**config.mk**
```make
export PLATFORM = sky130hd
export DESIGN_NAME = sync_frame_sched
export DESIGN_NICKNAME = d
export VERILOG_FILES = /design/src/rtl/fs_sched_pkg.sv /design/src/rtl/fs_sync_edge.sv /design/src/rtl/fs_edge_timer.sv /design/src/rtl/fs_lock_ctrl.sv /design/src/rtl/fs_frame_gen.sv /design/src/rtl/sync_frame_sched.sv
export SDC_FILE = /design/constraint.sdc
export NUM_CORES = 1
export LEC_CHECK = 0
export ABC_AREA = 1
export BUFFER_PORTS_ARGS = -buffer_cell sky130_fd_sc_hd__buf_4
export CAP_MARGIN = 20
export CORE_MARGIN = 5
export CORE_UTILIZATION = 50
export CTS_CLUSTER_DIAMETER = 60
export CTS_CLUSTER_SIZE = 25
export DETAILED_ROUTE_END_ITERATION = 12
export GPL_ROUTABILITY_DRIVEN = 0
export GPL_TIMING_DRIVEN = 0
export PLACE_DENSITY = 0.65
export SYNTH_ARGS = -nofsm -noshare
export SYNTH_HDL_FRONTEND = slang
export SYNTH_SLANG_ARGS = --single-unit
```
**constraint.sdc**
```tcl
create_clock -name clk -period 56.6 [get_ports clk]
set_clock_uncertainty 0.1 [all_clocks]
set_input_delay 0 -clock clk [delete_from_list [all_inputs] [get_ports clk]]
set_output_delay 0 -clock clk [all_outputs]
set_load 0.02 [all_outputs]
```
**src/rtl/fs_sched_pkg.sv**
```systemverilog
package fs_sched_pkg;

    typedef enum logic {
        SCHED_FREE = 1'b0,
        SCHED_SYNC = 1'b1
    } sched_mode_e;

    typedef struct packed {
        logic good;
        logic bad;
    } edge_verdict_t;

    function automatic logic [31:0] abs_diff(input logic [31:0] a, input logic [31:0] b);
        return (a >= b) ? (a - b) : (b - a);
    endfunction

endpackage

```
**src/rtl/fs_sync_edge.sv**
```systemverilog
module fs_sync_edge (
    input  logic clk,
    input  logic rst,
    input  logic sync_in,
    output logic edge_p
);
    logic s_q1;
    logic s_q2;

    always_ff @(posedge clk) begin
        if (rst) begin
            s_q1 <= 1'b0;
            s_q2 <= 1'b0;
        end else begin
            s_q1 <= sync_in;
            s_q2 <= s_q1;
        end
    end

    assign edge_p = s_q1 & ~s_q2;
endmodule

```
**src/rtl/fs_edge_timer.sv**
```systemverilog
module fs_edge_timer
    import fs_sched_pkg::*;
#(
    parameter int PER_W   = 20,
    parameter int TOL_CYC = 6
) (
    input  logic             clk,
    input  logic             rst,
    input  logic             edge_p,
    input  logic             sync_mode,
    output logic [PER_W-1:0] per_q,
    output edge_verdict_t    verdict
);
    localparam logic [PER_W-1:0] ELAPSED_MAX = '1;

    logic [PER_W-1:0] elapsed;
    logic             have_ref;
    logic             have_per;
    logic [PER_W:0]   tmo_lim;
    logic [31:0]      err;
    logic             in_tol;
    logic             timeout;

    assign tmo_lim = {1'b0, per_q} + {2'b00, per_q[PER_W-1:1]};
    assign err     = abs_diff(32'(elapsed), 32'(per_q));
    assign in_tol  = (err <= 32'(TOL_CYC));
    assign timeout = have_per && !edge_p && ({1'b0, elapsed} >= tmo_lim);

    assign verdict.good = edge_p && have_per && in_tol;
    assign verdict.bad  = (edge_p && have_per && !in_tol) || timeout;

    always_ff @(posedge clk) begin
        if (rst) begin
            elapsed  <= '0;
            per_q    <= '0;
            have_ref <= 1'b0;
            have_per <= 1'b0;
        end else if (edge_p) begin
            elapsed  <= PER_W'(1);
            have_ref <= 1'b1;
            if (have_ref && (!have_per || !sync_mode)) begin
                per_q    <= elapsed;
                have_per <= 1'b1;
            end
        end else if (timeout) begin
            elapsed <= {1'b0, per_q[PER_W-1:1]} + PER_W'(1);
        end else if (elapsed != ELAPSED_MAX) begin
            elapsed <= elapsed + PER_W'(1);
        end
    end


    per_held_chk: assert property (@(posedge clk) disable iff (rst)
        sync_mode |=> per_q == $past(per_q));


    verdict_excl_chk: assert property (@(posedge clk) disable iff (rst)
        !(verdict.good && verdict.bad));
endmodule

```
**src/rtl/fs_lock_ctrl.sv**
```systemverilog
module fs_lock_ctrl
    import fs_sched_pkg::*;
#(
    parameter int MISS_LIMIT = 3,
    parameter int LOCK_GOOD  = 4
) (
    input  logic          clk,
    input  logic          rst,
    input  edge_verdict_t verdict,
    output sched_mode_e   mode,
    output logic          locked
);
    localparam int GW = $clog2(LOCK_GOOD + 1);
    localparam int BW = $clog2(MISS_LIMIT + 1);

    logic [GW-1:0] good_run;
    logic [BW-1:0] bad_run;

    always_ff @(posedge clk) begin
        if (rst) begin
            mode     <= SCHED_FREE;
            locked   <= 1'b0;
            good_run <= '0;
            bad_run  <= '0;
        end else if (verdict.good) begin
            bad_run <= '0;
            if (good_run != GW'(LOCK_GOOD)) good_run <= good_run + GW'(1);
            if (good_run >= GW'(LOCK_GOOD - 1)) begin
                locked <= 1'b1;
                mode   <= SCHED_SYNC;
            end
        end else if (verdict.bad) begin
            good_run <= '0;
            locked   <= 1'b0;
            if (bad_run >= BW'(MISS_LIMIT - 1)) begin
                bad_run <= '0;
                mode    <= SCHED_FREE;
            end else begin
                bad_run <= bad_run + BW'(1);
            end
        end
    end


    bad_clears_lock_chk: assert property (@(posedge clk) disable iff (rst)
        verdict.bad |=> !locked);


    lock_needs_sync_chk: assert property (@(posedge clk) disable iff (rst)
        locked |-> mode == SCHED_SYNC);


    lock_rise_on_good_chk: assert property (@(posedge clk) disable iff (rst)
        $rose(locked) |-> $past(verdict.good));
endmodule

```
**src/rtl/fs_frame_gen.sv**
```systemverilog
module fs_frame_gen
    import fs_sched_pkg::*;
#(
    parameter int PER_W     = 20,
    parameter int FW        = 4,
    parameter int FREE_BITS = 122
) (
    input  logic             clk,
    input  logic             rst,
    input  logic             edge_p,
    input  sched_mode_e      mode,
    input  logic [PER_W-1:0] per_q,
    input  logic [FW-1:0]    frames_per_cycle,
    input  logic             bit_tick,
    output logic             frame_strobe
);
    localparam int FT_W = $clog2(FREE_BITS + 1);

    logic [FW-1:0]    n_eff;
    logic [PER_W-1:0] ivl_raw;
    logic [PER_W-1:0] ivl;
    logic             active;
    logic [FW-1:0]    issued;
    logic [FW-1:0]    n_lat;
    logic [PER_W-1:0] tmr;
    logic [PER_W-1:0] ivl_q;
    logic [FT_W-1:0]  ftmr;

    assign n_eff   = (frames_per_cycle == '0) ? FW'(1) : frames_per_cycle;
    assign ivl_raw = per_q / PER_W'(n_eff);
    assign ivl     = (ivl_raw == '0) ? PER_W'(1) : ivl_raw;

    always_ff @(posedge clk) begin
        if (rst) begin
            frame_strobe <= 1'b0;
            active       <= 1'b0;
            issued       <= '0;
            n_lat        <= '0;
            tmr          <= '0;
            ivl_q        <= '0;
            ftmr         <= '0;
        end else begin
            frame_strobe <= 1'b0;
            if (mode == SCHED_SYNC) begin
                ftmr <= '0;
                if (edge_p) begin
                    frame_strobe <= 1'b1;
                    issued       <= FW'(1);
                    n_lat        <= n_eff;
                    ivl_q        <= ivl;
                    tmr          <= ivl - PER_W'(1);
                    active       <= (n_eff != FW'(1));
                end else if (active) begin
                    if (tmr == '0) begin
                        frame_strobe <= 1'b1;
                        tmr          <= ivl_q - PER_W'(1);
                        issued       <= issued + FW'(1);
                        if (issued + FW'(1) == n_lat) active <= 1'b0;
                    end else begin
                        tmr <= tmr - PER_W'(1);
                    end
                end
            end else begin
                active <= 1'b0;
                if (bit_tick) begin
                    if (ftmr == FT_W'(FREE_BITS - 1)) begin
                        frame_strobe <= 1'b1;
                        ftmr         <= '0;
                    end else begin
                        ftmr <= ftmr + FT_W'(1);
                    end
                end
            end
        end
    end


    no_stray_burst_chk: assert property (@(posedge clk) disable iff (rst)
        (mode == SCHED_SYNC && !edge_p && !active) |=> !frame_strobe);


    free_needs_tick_chk: assert property (@(posedge clk) disable iff (rst)
        (mode == SCHED_FREE && !bit_tick) |=> !frame_strobe);
endmodule

```
**src/rtl/sync_frame_sched.sv**
```systemverilog
module sync_frame_sched
    import fs_sched_pkg::*;
#(
    parameter int CLK_PERIOD_PS = 4000,
    parameter int SYNC_TOL_PS   = 26000,
    parameter int FREE_BITS     = 122,
    parameter int MISS_LIMIT    = 3,
    parameter int LOCK_GOOD     = 4,
    parameter int PER_W         = 20,
    parameter int FW            = 4
) (
    input  logic          clk,
    input  logic          rst,
    input  logic          sync_in,
    input  logic [FW-1:0] frames_per_cycle,
    input  logic          bit_tick,
    output logic          frame_strobe,
    output logic          sync_locked
);
    localparam int TOL_CYC = SYNC_TOL_PS / CLK_PERIOD_PS;

    logic             edge_p;
    logic [PER_W-1:0] per_q;
    edge_verdict_t    verdict;
    sched_mode_e      mode;

    fs_sync_edge u_edge (
        .clk     (clk),
        .rst     (rst),
        .sync_in (sync_in),
        .edge_p  (edge_p)
    );

    fs_edge_timer #(.PER_W(PER_W), .TOL_CYC(TOL_CYC)) u_timer (
        .clk       (clk),
        .rst       (rst),
        .edge_p    (edge_p),
        .sync_mode (mode == SCHED_SYNC),
        .per_q     (per_q),
        .verdict   (verdict)
    );

    fs_lock_ctrl #(.MISS_LIMIT(MISS_LIMIT), .LOCK_GOOD(LOCK_GOOD)) u_lock (
        .clk     (clk),
        .rst     (rst),
        .verdict (verdict),
        .mode    (mode),
        .locked  (sync_locked)
    );

    fs_frame_gen #(.PER_W(PER_W), .FW(FW), .FREE_BITS(FREE_BITS)) u_gen (
        .clk              (clk),
        .rst              (rst),
        .edge_p           (edge_p),
        .mode             (mode),
        .per_q            (per_q),
        .frames_per_cycle (frames_per_cycle),
        .bit_tick         (bit_tick),
        .frame_strobe     (frame_strobe)
    );


    reset_unlocked_chk: assert property (@(posedge clk)
        $past(rst) |-> !sync_locked && !frame_strobe);
endmodule

```
==> results of run 1 <==
[worst reg2reg max path: cells and delay by family, from the launching register on]
kind / cells / cell delay [ps]
flops: 1 / 660
xor+xnor: 1 / 150
buf+inv: 43 / 4980
compound gates: 54 / 10780
fa+ha+maj: 21 / 6270
simple gates: 110 / 13520
[layer usage]
layer	vias up	track usage, %	part of all wire, %	wire (um)
met5	-	0	0	0
met4	0	7.12	2.5	1260
met3	92	1.89	3.5	1720
met2	374	45.7	49	24600
met1	8338	31.1	45	22300
li1	9258	-	-	-
[registers in the layout, indices dropped and copies added (netlist names)]
name and flops:
u_lock.locked 1, u_gen.ivl_q 20, u_gen.ftmr 7, u_edge.s_q2 1, u_gen.tmr 20, u_timer.per_q 20
u_lock.good_run 3, u_timer.have_ref 1, u_gen.frame_strobe 1, u_lock.mode 1, u_gen.active 1, u_timer.elapsed 20
u_edge.s_q1 1, u_lock.bad_run 2, u_gen.issued 4, u_timer.have_per 1, u_gen.n_lat 4
[kinds of logic after synthesis]
group	count (synthesis)	synth area share, %
simple gates	1385	40.7
xor+xnor	107	5.30
buf+inv	501	12.0
flops	108	12.2
fa+ha+maj	185	13.2
mux	2	0.113
compound gates	502	16.4
[final cells by class]
| type | count | area, um^2 | area share [%] |
|---|---|---|---|
| buffer | 53 | 392 | 2.10 |
| clock buffer | 11 | 243 | 1.30 |
| clock inverter | 5 | 41.3 | 0.221 |
| inverter | 448 | 1730 | 9.28 |
| multi-input combinational | 2181 | 13400 | 71.8 |
| sequential | 108 | 2160 | 11.6 |
| tap | 455 | 569 | 3.05 |
| timing repair buffer | 13 | 113 | 0.604 |
[cell usage in the layout, fill, tap and decap left out, types with 7 or more instances in the layout]
cell / n
nand2_1: 599
inv_1: 403
o21ai_0: 205
nor2_1: 192
ha_1: 182
nand3_1: 177
a21oi_1: 150
dfxtp_1: 108
nand2_2: 88
xor2_1: 74
nand4_1: 68
nand3_2: 46
nand2_4: 41
nor3_1: 39
nor2_2: 33
xnor2_1: 33
clkbuf_1: 33
inv_2: 28
nor2_4: 26
nor4_1: 24
o211ai_1: 21
a31oi_1: 16
o21ai_1: 15
o21bai_1: 15
o21ai_2: 12
o31ai_1: 10
buf_6: 10
clkbuf_16: 9
buf_4: 9
nand3_4: 8
or2_2: 8
clkbuf_8: 8
nand3b_1: 7
a21o_1: 7
a211oi_1: 7
[Yosys cell counts (5+ instances only)]
cell / instances / area share, %
o21ai_0: 205 / 5.8
xor2_1: 74 / 3.7
o22ai_1: 6 / 0.21
o31ai_1: 10 / 0.42
dfxtp_1: 108 / 12
nor3b_1: 6 / 0.25
nand3b_1: 7 / 0.30
nor2_1: 193 / 4.1
o211ai_1: 21 / 0.89
a31oi_1: 16 / 0.57
xnor2_1: 33 / 1.6
a221oi_1: 5 / 0.25
a21oi_1: 150 / 4.2
o21ai_2: 12 / 0.59
o21bai_1: 15 / 0.64
a211oi_1: 7 / 0.30
nand4_4: 5 / 0.60
nand3_4: 8 / 0.79
nand3_2: 46 / 2.6
or2_2: 8 / 0.28
a21o_1: 7 / 0.30
nor3_1: 39 / 1.1
clkbuf_1: 32 / 0.68
o21ai_1: 15 / 0.42
nand2_2: 88 / 3.1
nand3_1: 177 / 5.0
nor2_4: 26 / 1.7
nor2_2: 32 / 1.1
nand4_1: 68 / 2.4
ha_1: 182 / 13
inv_1: 403 / 8.6
buf_6: 10 / 0.64
nand2_1: 599 / 13
clkbuf_8: 7 / 0.54
nand2_4: 41 / 2.6
nor4_1: 24 / 0.85
inv_2: 28 / 0.59
[path summary, 6_finish.rpt]
check | startpoint | endpoint | cells after the start
setup reg to reg | u_timer.per_q[2] | u_gen.tmr[16] | 229
hold / removal | frames_per_cycle[0] | u_gen.n_lat[0] | 4
setup / recovery | u_timer.per_q[2] | u_gen.tmr[16] | 229
hold reg to reg | u_edge.s_q1 | u_edge.s_q2 | 2
[stage by stage]
stage	hold slack, ps	utilization, %
final	76.8	53.7
after global routing	116	53.7
after CTS	74.9	53.7
after detailed placement	135	52.8
after global placement	111	52.8
after floorplan	-4.39	-
[what timing repair did]
action | 4_1_cts | 5_1_grt
gates resized for setup | 0 | 0
endpoints found under the hold margin | 11 | 0
hold buffers | 3 | 0
==> key figures, run 1 <==
Outcome
  • Status: complete, no violations

Drt
  • Drt total wl: 49900 um
  • Via-to-Cell Ratio: 5.52
  • Drt wl/cell: 15.2 um
  • Residual DRC: 0
  • Detailed Routing Iterations Pass 1: 5
  • Detailed Route Iter0 Violations: 1145
  • Vias: 18100
  • Routed Antenna Nets: 0

STA
  • Worst Tran Pin Value: 1150 ps
  • Tmin final: 36640 ps
  • # setup viols final: 0
  • Unrepaired setup endpoints after global routing: no
  • Final worst setup slack: 19960 ps
  • Worst slew margin: 22.5%
  • Fin. max-slew vios: 0
  • Fmax: 27.3 MHz
  • Post-route clock period utilization: 64.7%
  • Final hold violation count: 0
  • Setup TNS: 0 ps

Final layout
  • Final nets: 3007
  • Fin cells: 3274
  • Post-layout instance area: 18700 um^2
  • Filler cell count: 3593
  • Area growth syn-to-layout: 5.48%
  • Total inserted antenna cells: 0
  • Fraction of layout cells with a size suffix above 1: 13.4%

Synthesis
  • Syn Area/Cell: 6.34 um^2
  • Number of enable flip-flop cells after synthesis: 0
  • Sequential fraction of the synthesis area: 12.2%
  • Number of synthesis warnings: 0
  • Seq cells post-synth: 108
  • Synth Instances: 2790
  • FFs w/ async S/R, synth: 0%
  • Synth cell types: 77
  • Top_reg_cell synth: dfxtp_1
  • Syn Nets: 2983
  • Mapped Area: 17700 um^2

GRT
  • Grt total ovfl: 0
  • Global Route Usage Sum: 24.9%
  • Initial antenna violation count: 0
  • Vias in the first global route: 16900
  • First-pass GRT wire length: 82000 um
  • Largest net degree at the start of global routing: 23

CTS
  • Clock root cell: clkbuf_16
  • TritonCTS clock tree: done
  • Clock buffer depth: 2
  • Post-CTS Setup Bufs: 0
  • H-tree Lvls: 3
  • Sink Count: 108
  • TritonCTS buffer count: 9
  • Clk_lat worst skew: 370 ps
  • CTS clk-pin slew, worst paths: 80 ps

Setup path
  • Max stage delay on crit path: 660 ps
  • WP data required: 56760 ps
  • Critical setup path kind: flip-flop to flip-flop
  • Setup crit end kind: flip-flop
  • Crit path DAT: 36800 ps
  • Slowest stage cell, crit path: dfxtp_1
  • Worst R2R Setup Slack: 19960 ps
  • Delay-heaviest family, CP: simple AND/OR/NAND/NOR gates
  • Worst Path Max Fanout: 10
  • WP buf/inv: 43
  • Most used cell, CP: nand2_1
  • Crit start category: flip-flop

Floorplan
  • Die area: 39200 um^2
  • DIE HEIGHT: 198 um
  • Initial Utilization: 50.9%
  • CORE AREA: 34700 um^2
  • Row Count: 68
  • I/O pin cnt: 10
  • Die W: 198 um

Worst hold path
  • Hold WC Path Type: primary input to flip-flop

Placement
  • Dpl cells: 3255
  • DP Worst Slack: 20140 ps
  • Input/output buffers: 9
  • Dpl cell area: 18300 um^2
  • Hpwl dp: 41400 um

Run
  • Max Cap Viol: 0
Power of run 1 is not shown: default switching activity piles up to over one toggle a cycle in this logic, so the estimate is an artifact.
==> inputs of run 2 (changes only) <==
- PLACE_DENSITY: 0.65 -> 0.68
- clock period: 56.6 -> 32.2 ns (I/O delays scaled with it)
==> run 2 against run 1 <==
Core utilization is 3.5 points higher; routed wire length is 2.4% higher; register-to-register slack worse by 18000 ps; critical path type unchanged; first-iteration DRC count is 11% higher; die area stayed put; cell count is 3.1% higher; via count is 2.6% higher; fmax is 20% higher; hold slack better by 12 ps.
==> key figures, run 2 (synthesized netlist as in run 1, its figures left out) <==
STA
  • Post-route clock period utilization: 94.5%
  • Min Hold Slack: 89.2 ps
  • # setup viols final: 0
  • Worst slew margin: 30.8%
  • Final hold violation count: 0
  • Fmax: 32.8 MHz
  • Worst Tran Pin Value: 1030 ps
  • Fin. max-slew vios: 0
  • Tmin final: 30440 ps

Placement
  • Hpwl dp: 40700 um
  • Input/output buffers: 9

Setup path
  • Crit start category: flip-flop
  • Worst R2R Setup Slack: 1760 ps
  • WP data required: 32380 ps
  • Max stage delay on crit path: 490 ps
  • Reg2reg path depth: 226
  • Slowest stage cell, crit path: dfxtp_1
  • Most used cell, CP: nand2_1
  • RR Startpoint: u_timer.per_q[10]
  • Reg-to-reg endpoint: u_gen.tmr[16]
  • Crit path DAT: 30620 ps
  • Worst setup path startpoint: u_timer.per_q[10]
  • Worst Path Max Fanout: 10
  • Setup crit end kind: flip-flop
  • Setup crit end: u_gen.tmr[16]
  • Critical setup path kind: flip-flop to flip-flop

CTS
  • TritonCTS clock tree: done
  • CTS clk-pin slew, worst paths: 90 ps
  • TritonCTS buffer count: 9
  • Clk_lat worst skew: 380 ps
  • Clock buffer depth: 2
  • Sink Count: 108
  • Clock root cell: clkbuf_16
  • H-tree Lvls: 3

GRT
  • Grt total ovfl: 0
  • Global Route Usage Sum: 25.0%
  • Largest net degree at the start of global routing: 23
  • Initial antenna violation count: 0
  • Vias in the first global route: 17300
  • First-pass GRT wire length: 83200 um

Floorplan
  • DIE HEIGHT: 198 um
  • I/O pin cnt: 10
  • Die area: 39200 um^2
  • Row Count: 68
  • CORE AREA: 34700 um^2
  • Initial Utilization: 50.9%
  • Die W: 198 um

Final layout
  • Fraction of layout cells with a size suffix above 1: 19.5%
  • Commonest non-fill, non-tap cell in the layout: nand2_1
  • Most frequent cells in the layout: nand2_1 (589), inv_1 (384), o21ai_0 (190)
  • Total inserted antenna cells: 0
  • Area growth syn-to-layout: 12.4%
  • Final nets: 3108

Outcome
  • Status: complete, no violations

Drt
  • Residual DRC: 0
  • Routed Antenna Nets: 0
  • Detailed Routing Iterations Pass 1: 5
  • Via-to-Cell Ratio: 5.49
  • Drt total wl: 51100 um
  • Vias: 18500
  • Drt wl/cell: 15.1 um
  • Detailed Route Iter0 Violations: 1275

Worst hold path
  • Worst Hold Depth: 4
  • Hold WC Path Type: primary input to flip-flop

Run
  • Max Cap Viol: 0
## run 2: cell types whose count changed in the layout (fill, tap and decap cells not counted), moves of 8 or more
cell     before  now
a21oi_1     150  135
a21oi_4       2   10
buf_4         9  110
dfxtp_1     108   96
dfxtp_2       0    8
inv_1       403  384
inv_2        28   39
nand2_1     599  589
nand2_2      88   97
nor2_1      192  184
o21ai_0     205  190
o21ai_2      12   25
## run 2: critical path: cells and delay by family (launching register included)
| family | cells | cell delay (ps) |
|---|---|---|
| xor gates and xnor gates | 1 | 150 |
| AOI/OAI and AO/OA | 54 | 7890 |
| buffers and inverters | 39 | 3890 |
| adders and majority gates | 21 | 5870 |
| DFF | 1 | 490 |
| and+or+nand+nor | 111 | 11860 |
## run 2: cell type report
type	count	area, um^2
fillers	3392	14800
clock buffers	10	239
flip-flops and latches	108	2190
plain buffers	53	413
well taps	455	569
clock inverters	6	76.3
multi-input cells	2181	13800
repair buffers	114	871
inverters	448	1760
## run 2: worst min path at each step
stage                   startpoint             end  slack (ps)
2_1_floorplan             bit_tick   u_gen.ftmr[1]          -4
3_3_place_gp               sync_in     u_edge.s_q1         110
3_5_place_dp               sync_in     u_edge.s_q1         130
4_1_cts        frames_per_cycle[0]  u_gen.n_lat[0]          80
5_1_grt        frames_per_cycle[0]  u_gen.n_lat[0]         100
6_report       frames_per_cycle[0]  u_gen.n_lat[0]          90
## run 2: routing by layer
metal  wire, um  up-vias  global-route usage [%]
met5          0        -                       0
met4       1250        0                    6.66
met3       2220       93                    2.02
met2      24900      486                    45.3
met1      22700     8488                    32.0
li1           -     9457                       -
## run 2: metrics by stage
step	instance area (um^2)	worst slack (ps)	setup TNS (ps)	utilization, %	cells
2_1_floorplan	17700	1600	0	-	2790
3_3_place_gp	18300	-3200	-53510	52.8	3254
3_5_place_dp	18300	-3680	-63690	52.8	3255
4_1_cts	19000	43.7	0	54.6	3290
5_1_grt	19900	-426	-1700	57.2	3375
6_report	19900	1760	0	57.2	3375
## run 2: timing repair
item                       CTS  global route
pin swaps                   12            67
buffers inserted            16            85
gates resized for setup     53            86
setup endpoints to repair   22            22
hold endpoints to repair    10             0
hold buffers                 3             0
Power of run 2 is left out for the same reason.
==> inputs of run 3 (changes only) <==
- MAX_ROUTING_LAYER: not set -> met4
==> run 3 against run 2 <==
Final area is essentially flat; cell count about the same; core utilization is essentially flat; critical endpoint unchanged; largest cell class unchanged.
==> key figures, run 3 (synthesized netlist as in run 1, its figures left out) <==
Setup path
  • Crit path DAT: 30590 ps
  • Most used cell, CP: nand2_1
  • Max stage delay on crit path: 490 ps
  • Worst Path Max Fanout: 10
  • WP data required: 32380 ps
  • Setup crit end kind: flip-flop
  • Critical setup path kind: flip-flop to flip-flop
  • Crit start category: flip-flop
  • Slowest stage cell, crit path: dfxtp_1

GRT
  • Largest net degree at the start of global routing: 23
  • Global Route Usage Sum: 25.8%
  • Vias in the first global route: 17300
  • Grt total ovfl: 0
  • Initial antenna violation count: 0
  • First-pass GRT wire length: 83200 um

STA
  • Worst slew margin: 25.5%
  • Min Hold Slack: 80.6 ps
  • Fmax: 32.9 MHz
  • Tmin final: 30410 ps
  • Final hold violation count: 0
  • Worst Tran Pin Value: 1100 ps
  • Fin. max-slew vios: 0
  • Post-route clock period utilization: 94.4%
  • # setup viols final: 0

Floorplan
  • Initial Utilization: 50.9%
  • CORE AREA: 34700 um^2
  • I/O pin cnt: 10
  • Die W: 198 um
  • Row Count: 68
  • DIE HEIGHT: 198 um
  • Die area: 39200 um^2

Final layout
  • Commonest non-fill, non-tap cell in the layout: nand2_1
  • Total inserted antenna cells: 0
  • Fraction of layout cells with a size suffix above 1: 19.5%
  • Area growth syn-to-layout: 12.4%
  • Most frequent cells in the layout: nand2_1 (589), inv_1 (384), o21ai_0 (190)
  • Final nets: 3109
  • Filler cell count: 3391

Drt
  • Detailed Route Iter0 Violations: 1282
  • Routed Antenna Nets: 0
  • Drt total wl: 51100 um
  • Via-to-Cell Ratio: 5.49
  • Residual DRC: 0
  • Vias: 18600
  • Detailed Routing Iterations Pass 1: 6
  • Drt wl/cell: 15.1 um

CTS
  • H-tree Lvls: 3
  • Clock buffer depth: 2
  • Sink Count: 108
  • Clk_lat worst skew: 380 ps
  • Clock root cell: clkbuf_16
  • CTS clk-pin slew, worst paths: 90 ps
  • TritonCTS buffer count: 9
  • TritonCTS clock tree: done

Placement
  • Hpwl dp: 40700 um
  • Input/output buffers: 9

Outcome
  • Status: complete, no violations

Worst hold path
  • Hold WC Path Type: primary input to flip-flop

Run
  • Max Cap Viol: 0
-- run 3: cell types whose count changed in the layout (fill, tap and decap cells not counted) --
cell,change
buf_4,+1
-- run 3: layout make-up --
class / instances / area [um^2] / area share [%]
multi-input combinational: 2181 / 13800 / 69.2
sequential: 108 / 2190 / 11.0
inverter: 448 / 1760 / 8.87
timing repair buffer: 115 / 878 / 4.42
tap: 455 / 569 / 2.86
buffer: 53 / 413 / 2.08
clock buffer: 10 / 239 / 1.20
clock inverter: 6 / 76.3 / 0.384
-- run 3: final timing paths --
| path | from | end | slack [ps] | cells past startpoint |
|---|---|---|---|---|
| max | u_timer.per_q[10] | u_gen.tmr[16] | 1790 | 226 |
| max reg2reg | u_timer.per_q[10] | u_gen.tmr[16] | 1790 | 226 |
| min | frames_per_cycle[0] | u_gen.n_lat[0] | 80 | 4 |
| min reg2reg | u_edge.s_q1 | u_edge.s_q2 | 340 | 2 |
-- run 3: metal layers --
layer,wire length [um],GRT usage [%],vias to the layer above
met5,0,-,-
met4,1230,6.89,0
li1,-,-,9454
met2,25000,45.1,472
met1,22800,32.1,8534
met3,2030,2.02,91
-- run 3: repair_timing --
action | in CTS | in global routing
buffers inserted | 16 | 86
cloned | 0 | 0
hold buffers | 3 | 0
setup endpoints to repair | 22 | 22
resized for setup | 53 | 86
hold endpoints to repair | 10 | 0
pin swaps | 12 | 67
-- run 3: per-stage QoR --
| step | instances | TNS, ps | worst slack (ps) | util [%] | instance area, um^2 |
|---|---|---|---|---|---|
| 2_1_floorplan | 2790 | 0 | 1600 | - | 17700 |
| 3_3_place_gp | 3254 | -53510 | -3200 | 52.8 | 18300 |
| 3_5_place_dp | 3255 | -63690 | -3680 | 52.8 | 18300 |
| 4_1_cts | 3290 | 0 | 43.7 | 54.6 | 19000 |
| 5_1_grt | 3376 | -1660 | -420 | 57.3 | 19900 |
| 6_report | 3376 | 0 | 1790 | 57.3 | 19900 |
-- run 3: worst max-delay path: cells and delay by family, from the launching register on --
| kind | cells | cell delay [ps] |
|---|---|---|
| flops | 1 | 490 |
| buf+inv | 39 | 3860 |
| simple gates | 111 | 11830 |
| fa+ha+maj | 21 | 5860 |
| xor+xnor | 1 | 150 |
| compound gates | 54 | 7890 |
Power of run 3 is left out for the same reason.
